[config.mk]
export PLATFORM = sky130hd
export DESIGN_NAME = eth_tx_framer
export DESIGN_NICKNAME = d
export VERILOG_FILES = /design/src/rtl/eth_tx_pkg.sv /design/src/rtl/eth_tx_crc.sv /design/src/rtl/eth_tx_shreg.sv /design/src/rtl/eth_tx_ctrl.sv /design/src/rtl/eth_tx_framer.sv
export SDC_FILE = /design/constraint.sdc
export NUM_CORES = 1
export LEC_CHECK = 0
export BUFFER_PORTS_ARGS = -buffer_cell sky130_fd_sc_hd__buf_2
export CAP_MARGIN = 20
export CORE_MARGIN = 5
export CORE_UTILIZATION = 61
export DETAILED_ROUTE_END_ITERATION = 8
export PLACE_DENSITY = 0.8
export SLEW_MARGIN = 20
export SYNTH_ARGS = -nofsm -noshare
export SYNTH_HDL_FRONTEND = slang
export SYNTH_SLANG_ARGS = --single-unit
[constraint.sdc]
create_clock -name clk -period 3.1 [get_ports clk]
set_clock_uncertainty 0.05 [all_clocks]
set_input_delay 0.465 -clock clk [delete_from_list [all_inputs] [get_ports clk]]
set_output_delay 0.465 -clock clk [all_outputs]
set_load 0.05 [all_outputs]
[src/rtl/eth_tx_pkg.sv]
package eth_tx_pkg;

  typedef enum logic [2:0] {
    PH_IDLE,
    PH_PRE,
    PH_SFD,
    PH_DATA,
    PH_PAD,
    PH_FCS,
    PH_JAM
  } phase_t;

  localparam logic [7:0]  PRE_OCTET     = 8'h55;
  localparam logic [7:0]  SFD_OCTET     = 8'hD5;
  localparam logic [7:0]  PAD_OCTET     = 8'h00;
  localparam logic [31:0] CRC_POLY_REFL = 32'hEDB88320;
  localparam logic [31:0] JAM_WORD      = 32'h55555555;

endpackage

[src/rtl/eth_tx_crc.sv]
// Bit-serial reflected CRC: one message bit folded in per enabled clock.
module eth_tx_crc #(
  parameter int          CRC_W = 32,
  parameter logic [31:0] POLY  = 32'hEDB88320
) (
  input  logic             clk,
  input  logic             rst_n,
  input  logic             init,
  input  logic             en,
  input  logic             bit_in,
  output logic [CRC_W-1:0] crc_nxt
);

  logic [CRC_W-1:0] crc_q;
  logic             fb;

  assign fb      = crc_q[0] ^ bit_in;
  assign crc_nxt = {1'b0, crc_q[CRC_W-1:1]} ^ (fb ? CRC_W'(POLY) : '0);

  always_ff @(posedge clk) begin
    if (!rst_n)    crc_q <= '1;
    else if (init) crc_q <= '1;
    else if (en)   crc_q <= crc_nxt;
  end

endmodule

[src/rtl/eth_tx_shreg.sv]
// Right-shifting output register; each load is either one byte or a full word.
module eth_tx_shreg #(
  parameter int SR_W   = 32,
  parameter int BYTE_W = 8
) (
  input  logic            clk,
  input  logic            rst_n,
  input  logic            load,
  input  logic            load_word,
  input  logic [SR_W-1:0] load_val,
  input  logic            run,
  output logic            bit_out,
  output logic            unit_end
);

  localparam int CW = $clog2(SR_W);
  localparam logic [CW-1:0] WORD_LAST = CW'(SR_W - 1);
  localparam logic [CW-1:0] BYTE_LAST = CW'(BYTE_W - 1);

  logic [SR_W-1:0] sr_q;
  logic [CW-1:0]   cnt_q;
  logic [CW-1:0]   lim_q;

  always_ff @(posedge clk) begin
    if (!rst_n) begin
      sr_q  <= '0;
      cnt_q <= '0;
      lim_q <= '0;
    end else if (load) begin
      sr_q  <= load_val;
      cnt_q <= '0;
      lim_q <= load_word ? WORD_LAST : BYTE_LAST;
    end else if (run) begin
      sr_q  <= {1'b0, sr_q[SR_W-1:1]};
      cnt_q <= cnt_q + CW'(1);
    end
  end

  assign bit_out  = sr_q[0];
  assign unit_end = (cnt_q == lim_q);

endmodule

[src/rtl/eth_tx_ctrl.sv]
// Frame sequencer: picks the next unit to serialize at each unit boundary.
module eth_tx_ctrl
  import eth_tx_pkg::*;
#(
  parameter int BYTE_W  = 8,
  parameter int SR_W    = 32,
  parameter int MIN_LEN = 60,
  parameter int PRE_LEN = 7
) (
  input  logic              clk,
  input  logic              rst_n,
  input  logic              tx_go,
  input  logic              tx_abort,
  input  logic              mode_pad,
  input  logic              mode_no_preamble,
  input  logic              mode_no_fcs,
  input  logic              mode_ignore_cs,
  input  logic              carrier_sense,
  input  logic              collision,
  input  logic              in_valid,
  input  logic [BYTE_W-1:0] in_data,
  input  logic              in_last,
  output logic              in_ready,
  input  logic              unit_end,
  input  logic [SR_W-1:0]   crc_nxt,
  output logic              ld,
  output logic              ld_word,
  output logic [SR_W-1:0]   ld_val,
  output logic              crc_init,
  output logic              crc_en,
  output logic              busy,
  output logic              coll_flag,
  output logic              coll_done
);

  localparam int LCW = $clog2(MIN_LEN + 1);
  localparam int PCW = (PRE_LEN > 1) ? $clog2(PRE_LEN) : 1;
  localparam logic [LCW-1:0] MIN_CNT  = LCW'(MIN_LEN);
  localparam logic [PCW-1:0] PRE_LAST = PCW'(PRE_LEN - 1);

  function automatic logic [SR_W-1:0] widen(input logic [BYTE_W-1:0] b);
    return {{(SR_W - BYTE_W){1'b0}}, b};
  endfunction

  phase_t           ph_q, ph_n;
  logic [PCW-1:0]   pre_q, pre_n;
  logic [LCW-1:0]   len_q, len_n, len_inc;
  logic             last_q, last_n;
  logic             mpad_q, mpad_n;
  logic             mnofcs_q, mnofcs_n;
  logic             cflag_q, cflag_n;
  logic             cdone_q, cdone_n;
  logic             cs_ok, need_byte, pad_more, end_pl, active;
  logic [SR_W-1:0]  data_val;

  assign active   = (ph_q != PH_IDLE);
  assign cs_ok    = mode_ignore_cs || !carrier_sense;
  assign len_inc  = (len_q < MIN_CNT) ? len_q + LCW'(1) : len_q;
  assign pad_more = mpad_q && (len_q < MIN_CNT);
  assign data_val = widen(in_data);

  // Byte demand comes only from the phase and the unit boundary.
  always_comb begin
    unique case (ph_q)
      PH_IDLE: need_byte = tx_go && cs_ok && mode_no_preamble;
      PH_SFD:  need_byte = unit_end;
      PH_DATA: need_byte = unit_end && !last_q;
      default: need_byte = 1'b0;
    endcase
  end

  assign in_ready = need_byte && !(active && (collision || tx_abort));

  always_comb begin
    ph_n     = ph_q;
    pre_n    = pre_q;
    len_n    = len_q;
    last_n   = last_q;
    mpad_n   = mpad_q;
    mnofcs_n = mnofcs_q;
    cflag_n  = cflag_q;
    cdone_n  = 1'b0;
    ld       = 1'b0;
    ld_word  = 1'b0;
    ld_val   = '0;
    crc_init = 1'b0;
    end_pl   = 1'b0;

    unique case (ph_q)
      PH_IDLE: begin
        if (tx_go && cs_ok && in_valid) begin
          crc_init = 1'b1;
          mpad_n   = mode_pad;
          mnofcs_n = mode_no_fcs;
          ld       = 1'b1;
          if (mode_no_preamble) begin
            ld_val = data_val;
            last_n = in_last;
            len_n  = LCW'(1);
            ph_n   = PH_DATA;
          end else begin
            ld_val = widen(BYTE_W'(PRE_OCTET));
            pre_n  = '0;
            ph_n   = PH_PRE;
          end
        end
      end
      default: begin
        if (collision && ph_q != PH_JAM) begin
          ph_n    = PH_JAM;
          ld      = 1'b1;
          ld_word = 1'b1;
          ld_val  = SR_W'(JAM_WORD);
          cflag_n = 1'b1;
        end else if (tx_abort && ph_q != PH_JAM) begin
          ph_n = PH_IDLE;
        end else if (unit_end) begin
          case (ph_q)
            PH_PRE: begin
              ld = 1'b1;
              if (pre_q == PRE_LAST) begin
                ld_val = widen(BYTE_W'(SFD_OCTET));
                ph_n   = PH_SFD;
              end else begin
                ld_val = widen(BYTE_W'(PRE_OCTET));
                pre_n  = pre_q + PCW'(1);
              end
            end
            PH_SFD: begin
              if (in_valid) begin
                ld     = 1'b1;
                ld_val = data_val;
                last_n = in_last;
                len_n  = LCW'(1);
                ph_n   = PH_DATA;
              end else begin
                ph_n = PH_IDLE;
              end
            end
            PH_DATA: begin
              if (last_q) begin
                end_pl = 1'b1;
              end else if (in_valid) begin
                ld     = 1'b1;
                ld_val = data_val;
                last_n = in_last;
                len_n  = len_inc;
              end else begin
                ph_n = PH_IDLE;
              end
            end
            PH_PAD: end_pl = 1'b1;
            PH_JAM: begin
              ph_n    = PH_IDLE;
              cflag_n = 1'b0;
              cdone_n = 1'b1;
            end
            default: ph_n = PH_IDLE;
          endcase

          if (end_pl) begin
            if (pad_more) begin
              ld     = 1'b1;
              ld_val = widen(BYTE_W'(PAD_OCTET));
              len_n  = len_inc;
              ph_n   = PH_PAD;
            end else if (!mnofcs_q) begin
              ld      = 1'b1;
              ld_word = 1'b1;
              ld_val  = ~crc_nxt;
              ph_n    = PH_FCS;
            end else begin
              ph_n = PH_IDLE;
            end
          end
        end
      end
    endcase
  end

  always_ff @(posedge clk) begin
    if (!rst_n) begin
      ph_q     <= PH_IDLE;
      pre_q    <= '0;
      len_q    <= '0;
      last_q   <= 1'b0;
      mpad_q   <= 1'b0;
      mnofcs_q <= 1'b0;
      cflag_q  <= 1'b0;
      cdone_q  <= 1'b0;
    end else begin
      ph_q     <= ph_n;
      pre_q    <= pre_n;
      len_q    <= len_n;
      last_q   <= last_n;
      mpad_q   <= mpad_n;
      mnofcs_q <= mnofcs_n;
      cflag_q  <= cflag_n;
      cdone_q  <= cdone_n;
    end
  end

  assign crc_en    = (ph_q == PH_DATA) || (ph_q == PH_PAD);
  assign busy      = active;
  assign coll_flag = cflag_q;
  assign coll_done = cdone_q;

endmodule

[src/rtl/eth_tx_framer.sv]
module eth_tx_framer #(
  parameter int BYTE_W  = 8,
  parameter int FCS_W   = 32,
  parameter int MIN_LEN = 60,
  parameter int PRE_LEN = 7
) (
  input  logic              clk,
  input  logic              rst_n,
  input  logic              tx_go,
  input  logic              tx_abort,
  input  logic              mode_pad,
  input  logic              mode_no_preamble,
  input  logic              mode_no_fcs,
  input  logic              mode_ignore_cs,
  input  logic              carrier_sense,
  input  logic              collision,
  input  logic              in_valid,
  output logic              in_ready,
  input  logic [BYTE_W-1:0] in_data,
  input  logic              in_last,
  output logic              txd,
  output logic              tx_en,
  output logic              coll_flag,
  output logic              coll_done
);

  logic             ld, ld_word, crc_init, crc_en, busy, bit_out, unit_end;
  logic [FCS_W-1:0] ld_val, crc_nxt;

  eth_tx_ctrl #(
    .BYTE_W (BYTE_W),
    .SR_W   (FCS_W),
    .MIN_LEN(MIN_LEN),
    .PRE_LEN(PRE_LEN)
  ) u_ctrl (
    .clk             (clk),
    .rst_n           (rst_n),
    .tx_go           (tx_go),
    .tx_abort        (tx_abort),
    .mode_pad        (mode_pad),
    .mode_no_preamble(mode_no_preamble),
    .mode_no_fcs     (mode_no_fcs),
    .mode_ignore_cs  (mode_ignore_cs),
    .carrier_sense   (carrier_sense),
    .collision       (collision),
    .in_valid        (in_valid),
    .in_data         (in_data),
    .in_last         (in_last),
    .in_ready        (in_ready),
    .unit_end        (unit_end),
    .crc_nxt         (crc_nxt),
    .ld              (ld),
    .ld_word         (ld_word),
    .ld_val          (ld_val),
    .crc_init        (crc_init),
    .crc_en          (crc_en),
    .busy            (busy),
    .coll_flag       (coll_flag),
    .coll_done       (coll_done)
  );

  eth_tx_shreg #(
    .SR_W  (FCS_W),
    .BYTE_W(BYTE_W)
  ) u_shreg (
    .clk      (clk),
    .rst_n    (rst_n),
    .load     (ld),
    .load_word(ld_word),
    .load_val (ld_val),
    .run      (busy),
    .bit_out  (bit_out),
    .unit_end (unit_end)
  );

  eth_tx_crc #(
    .CRC_W(FCS_W),
    .POLY (eth_tx_pkg::CRC_POLY_REFL)
  ) u_crc (
    .clk    (clk),
    .rst_n  (rst_n),
    .init   (crc_init),
    .en     (crc_en),
    .bit_in (bit_out),
    .crc_nxt(crc_nxt)
  );

  assign tx_en = busy;
  assign txd   = busy & bit_out;

endmodule

* Yosys cells after proc, flatten, opt, wreduce, memory -nomap -nowiden
Cells that the tools add are included.
Storage, ports and cells: bits in registers 91, input port bits 20, output and inout bits 5, logic and storage cells 169
Cells by class: add/subtract/negate cells 3, $lt $le $gt $ge 1, equality and inequality tests 20, muxes and demuxes 93, bitwise operators 7, reduce and logical (&&, ||, !) cells 33
Operators with widths (count):
- $mux 32 | 11
- $pmux 32 s3 | 1
- $mux 6 | 12
- $mux 3 | 19
- $mux 1 | 37
- $mux 8 | 4
- $not 32->32 | 1
- $xor 31x32->32 | 1
- $reduce_and 7->1 | 2
- $pmux 3 s4 | 1
- $pmux 6 s2 | 1
- $ne 2x2->1 const B | 5
- $reduce_bool 2->1 | 5
- $eq 3x3->1 const B | 3
- $logic_and 1x1->1 | 9
- $add 6x1->6 const B | 1
- $eq 3x2->1 const B | 2
- $lt 6x6->1 const B | 1
- $ne 6x1->1 const B | 1
- $ne 6x3->1 const B | 1
- $ne 6x6->1 const B | 1
- $pmux 1 s3 | 2
- $reduce_and 6->1 | 1
- $reduce_bool 3->1 | 2
- other kinds (23) | 33

* Depth between registers and ports, before layout
depth in word-level cells 12, mapped depth 8, gate-level depth less buffers 7

* By module
Synthesis repeated with hierarchy kept, for this count alone.
Second synthesis, totals: cells, all modules 576, area total of the unflattened synthesis 5471.5 sq um
Modules (own cells, without submodules):
- eth_tx_shreg | times used 1, cells an instance 175, area each 1929.4 sq um
- eth_tx_ctrl | times used 1, cells an instance 242, area each 1813.0 sq um
- eth_tx_crc | times used 1, cells an instance 158, area each 1722.9 sq um
- eth_tx_framer | times used 1, cells an instance 1, area each 6.3 sq um

* Least setup slack after synthesis
Ideal clock, no wire load.
path kind reg2out, from register u_shreg.cnt_q[0], to output in_ready, data arrival time 2.659 ns, required time 2.585 ns, setup slack -0.074 ns, cell stages (with the launch flop) 7, cells stage by stage dfxtp_1 -> or4_4 -> a22o_1 -> buf_6 -> clkbuf_1 -> o22a_1 -> nor3_1
Between the ends: longest elaborated chain between the ends 4
RTL lines:
- from (decl) | line eth_tx_shreg.sv:21 | logic [CW-1:0] cnt_q;
- from (signal assigned) | line eth_tx_shreg.sv:35 | cnt_q <= cnt_q + CW'(1);
- $eq 5x5->1 * | line eth_tx_shreg.sv:40 | assign unit_end = (cnt_q == lim_q);
- $logic_and 1x1->1 | line eth_tx_ctrl.sv:67 | PH_DATA: need_byte = unit_end && !last_q;
- $pmux 1 s3 * | line eth_tx_ctrl.sv:64 | unique case (ph_q)
- $logic_and 1x1->1 * | line eth_tx_ctrl.sv:72 | assign in_ready = need_byte && !(active && (collision || tx_abort));
- to (decl) | line eth_tx_framer.sv:18 | output logic in_ready,
Every way passes the cells marked *; elsewhere a longest branch is shown, timed or not.

* Final worst setup path
Ends and elaborated chain as after synthesis.

==> run metrics <==
Gate Count Post-Synth=565; most frequent cells after synthesis=dfxtp_1, nand2_1, o21ai_0; clk_lat worst skew=360 ps; share of cells above drive strength 1=11.91%; combinational cell fraction of total power=47.4%; synth top area cells=dfxtp_1, o211ai_1, nand2_1, o21ai_0, a21oi_1; clock share of power=17.9%; via count=4346; Post-Place Setup Slack=612.4 ps; fill cell count=609; unrepaired setup endpoints after global routing=false; Pleak=1.885 nW; final net count=590; Buf+Inv Stages, Crit Path=1; VDD IR max=492.6 µV; share of power burned in registers=34.7%; Yosys top cell area share=about two fifths; Arr. time, crit path=roughly 2300 ps; count leader, synth=dfxtp_1; Crit. Startpoint=u_shreg.cnt_q[0]; synth unique cells=63; Critical Path Sink Type=output pin; status=finished clean; grt total ovfl=0; P&R area growth vs syn=8.921%; Setup Total Neg Slack=0 ps; Psw=2.267 mW; Syn Std Cell Area=between 4000 and 5000 µm²; DR pass1 iterations=6; Yosys top cell by area=dfxtp_1; row count=31; antenna violations before repair=0; Placer Congestion=0.9305; first-pass GRT wire length=~20000 µm; Initial Util=a little over three fifths; # Post-CTS Setup Buffers=0; Max Clock Freq=357.8 MHz; YS warnings=0; post-CTS sizing=0; CTS Sinks=88; Post-synth EDFFs=0; largest fanout on the critical path=10; Worst-Margin Slew=967.6 ps; final worst slack=305.1 ps; Worst path slowest cell=or4_4; delay-heaviest family, CP=compound AO/OA/AOI/OAI gates; DRT iter0 DRCs=~390; P_int=between 2 and 3 mW; max-capacitance violation count=0; worst flop-to-flop path startpoint=u_ctrl.ph_q[0]; TritonCTS buffer count=9; Crit Path Category=register to output pin; DR DRC count=0; main flop type after synthesis=dfxtp_1; CTS tree=built; crit start category=register; clock slew at reported path FFs=90 ps; Async S/R FF share, synth=0%; Buffers on Ports=24; Worst EP required=2580 ps; setup violators final=0; worst hold path class=input pin to register; die footprint=9276 µm²; synthesis-stage register bit count=88; ant diodes=0; CTS max path bufs=2; gr usage total=27.68%; largest net degree at the start of global routing=46; io pins=25; H-tree depth=3; Hold Fails Final Rpt=0; Die Wd=between 90 and 100 µm; crit share post-route=90.16%; FF-to-FF setup slack=approximately 560 ps; die height=96.31 µm; relative slew slack=35.06%; slowest cell delay on critical path=530 ps; core region area=roughly 7300 µm²; worst-path cell chain=or4_4 -> a22o_1 -> o22a_1 -> nor3_2 -> buf_2; hold_buf cts=0; vias in the first global route=roughly 4000; register area share after synthesis=38.77%; Final min period=2795 ps; syn avg cell area=8.043 µm²; PwrDens=around 1000 nW/µm²; DR WL/cell=18.39 µm; final WL=12320 µm; switching share of power=a little under half; fin. max-slew vios=0; Routed Antenna Nets=0; Root Driver=clkbuf_8; hold_sp=mode_no_fcs; DP Wirelength=8554 µm; Syn Nets=around 590; Vias/cell=6.487
==> power groups by stage <==
stage	clock network (mW)	logic, mW	registers [mW]
after global routing	0.948	2.60	1.78
after detailed placement	0	2.33	1.76
final	0.895	2.38	1.74
after global placement	0	2.29	1.74
after floorplan	0	1.80	1.68
after CTS	0.900	2.35	1.73
==> final timing paths <==
path | endpoint | depth (start not counted)
worst min register to register | u_shreg.lim_q[3] | 2
worst max register to register | u_shreg.sr_q[11] | 5
worst min-delay path | u_ctrl.mnofcs_q | 3
worst max-delay path | in_ready | 5
==> sequential cells by signal, summed over array words and instances, names as in the netlist <==
signal            cells
u_crc.crc_q          32
u_shreg.sr_q         32
u_ctrl.len_q          6
u_shreg.cnt_q         5
u_ctrl.ph_q           3
u_ctrl.pre_q          3
u_shreg.lim_q         2
u_ctrl.coll_done      1
u_ctrl.coll_flag      1
u_ctrl.last_q         1
u_ctrl.mnofcs_q       1
u_ctrl.mpad_q         1
==> area by class of cell <==
cell class / count / area, µm² / share of cell area [%]
multi-input combinational: 415 / 2557 / 51.67
clock buffer: 12 / 145.1 / 2.932
clock inverter: 4 / 76.32 / 1.542
sequential: 88 / 1762 / 35.59
inverter: 12 / 45.04 / 0.9100
timing repair buffer: 40 / 240.2 / 4.853
tap: 99 / 123.9 / 2.503
==> logic make-up after synthesis <==
logic type      after synthesis  share of synthesized area, %
compound gates              215                         31.31
xor+xnor                     22                         4.240
buf+inv                      62                         5.479
flops                        88                         38.77
mux                           5                         1.101
simple gates                169                         18.01
fa+ha+maj                     4                         1.101
==> per-layer routing <==
| layer | up-vias | GRT usage (%) | part of all wire [%] |
|---|---|---|---|
| met5 | - | 0 | 0 |
| met4 | 0 | 14.72 | 4.6 |
| met3 | 41 | 4.222 | 4.9 |
| met2 | 141 | 46.87 | 49 |
| met1 | 2064 | 33.66 | 41 |
| li1 | 2100 | - | - |
==> per-stage QoR <==
step	hold slack, ps	utilization [%]	area, µm²	power [mW]	std cells
floorplan	386.8	-	4549	3.472	565
global placement	403.1	65.17	4727	4.033	654
detailed placement	416.6	65.19	4728	4.084	654
CTS	284.0	68.24	4950	4.982	670
global route	342.1	68.24	4950	5.332	670
finish	294.2	68.24	4950	5.013	670
==> worst register-to-register path, delay by kind of cell, from the launching register on <==
family / cells / cell delay (ps)
AND/OR/NAND/NOR: 2 / 1100
AO/OA/AOI/OAI: 3 / 870
flip-flops: 1 / 470
==> placed cells by master (no fill, tap or decap), drive strengths merged, types with 6 or more instances in the layout <==
cell type and instances:
xor2 15, o21ai 57, buf 40, o211ai 46
nor3 12, nand4 6, a31oi 21, o21a 8
inv 13, nand2b 7, a21oi 36, o41ai 11
dfxtp 88, nand3 34, clkbuf 12, xnor2 7
nor2 12, nand2 76
(Power assumes the default switching activity.)
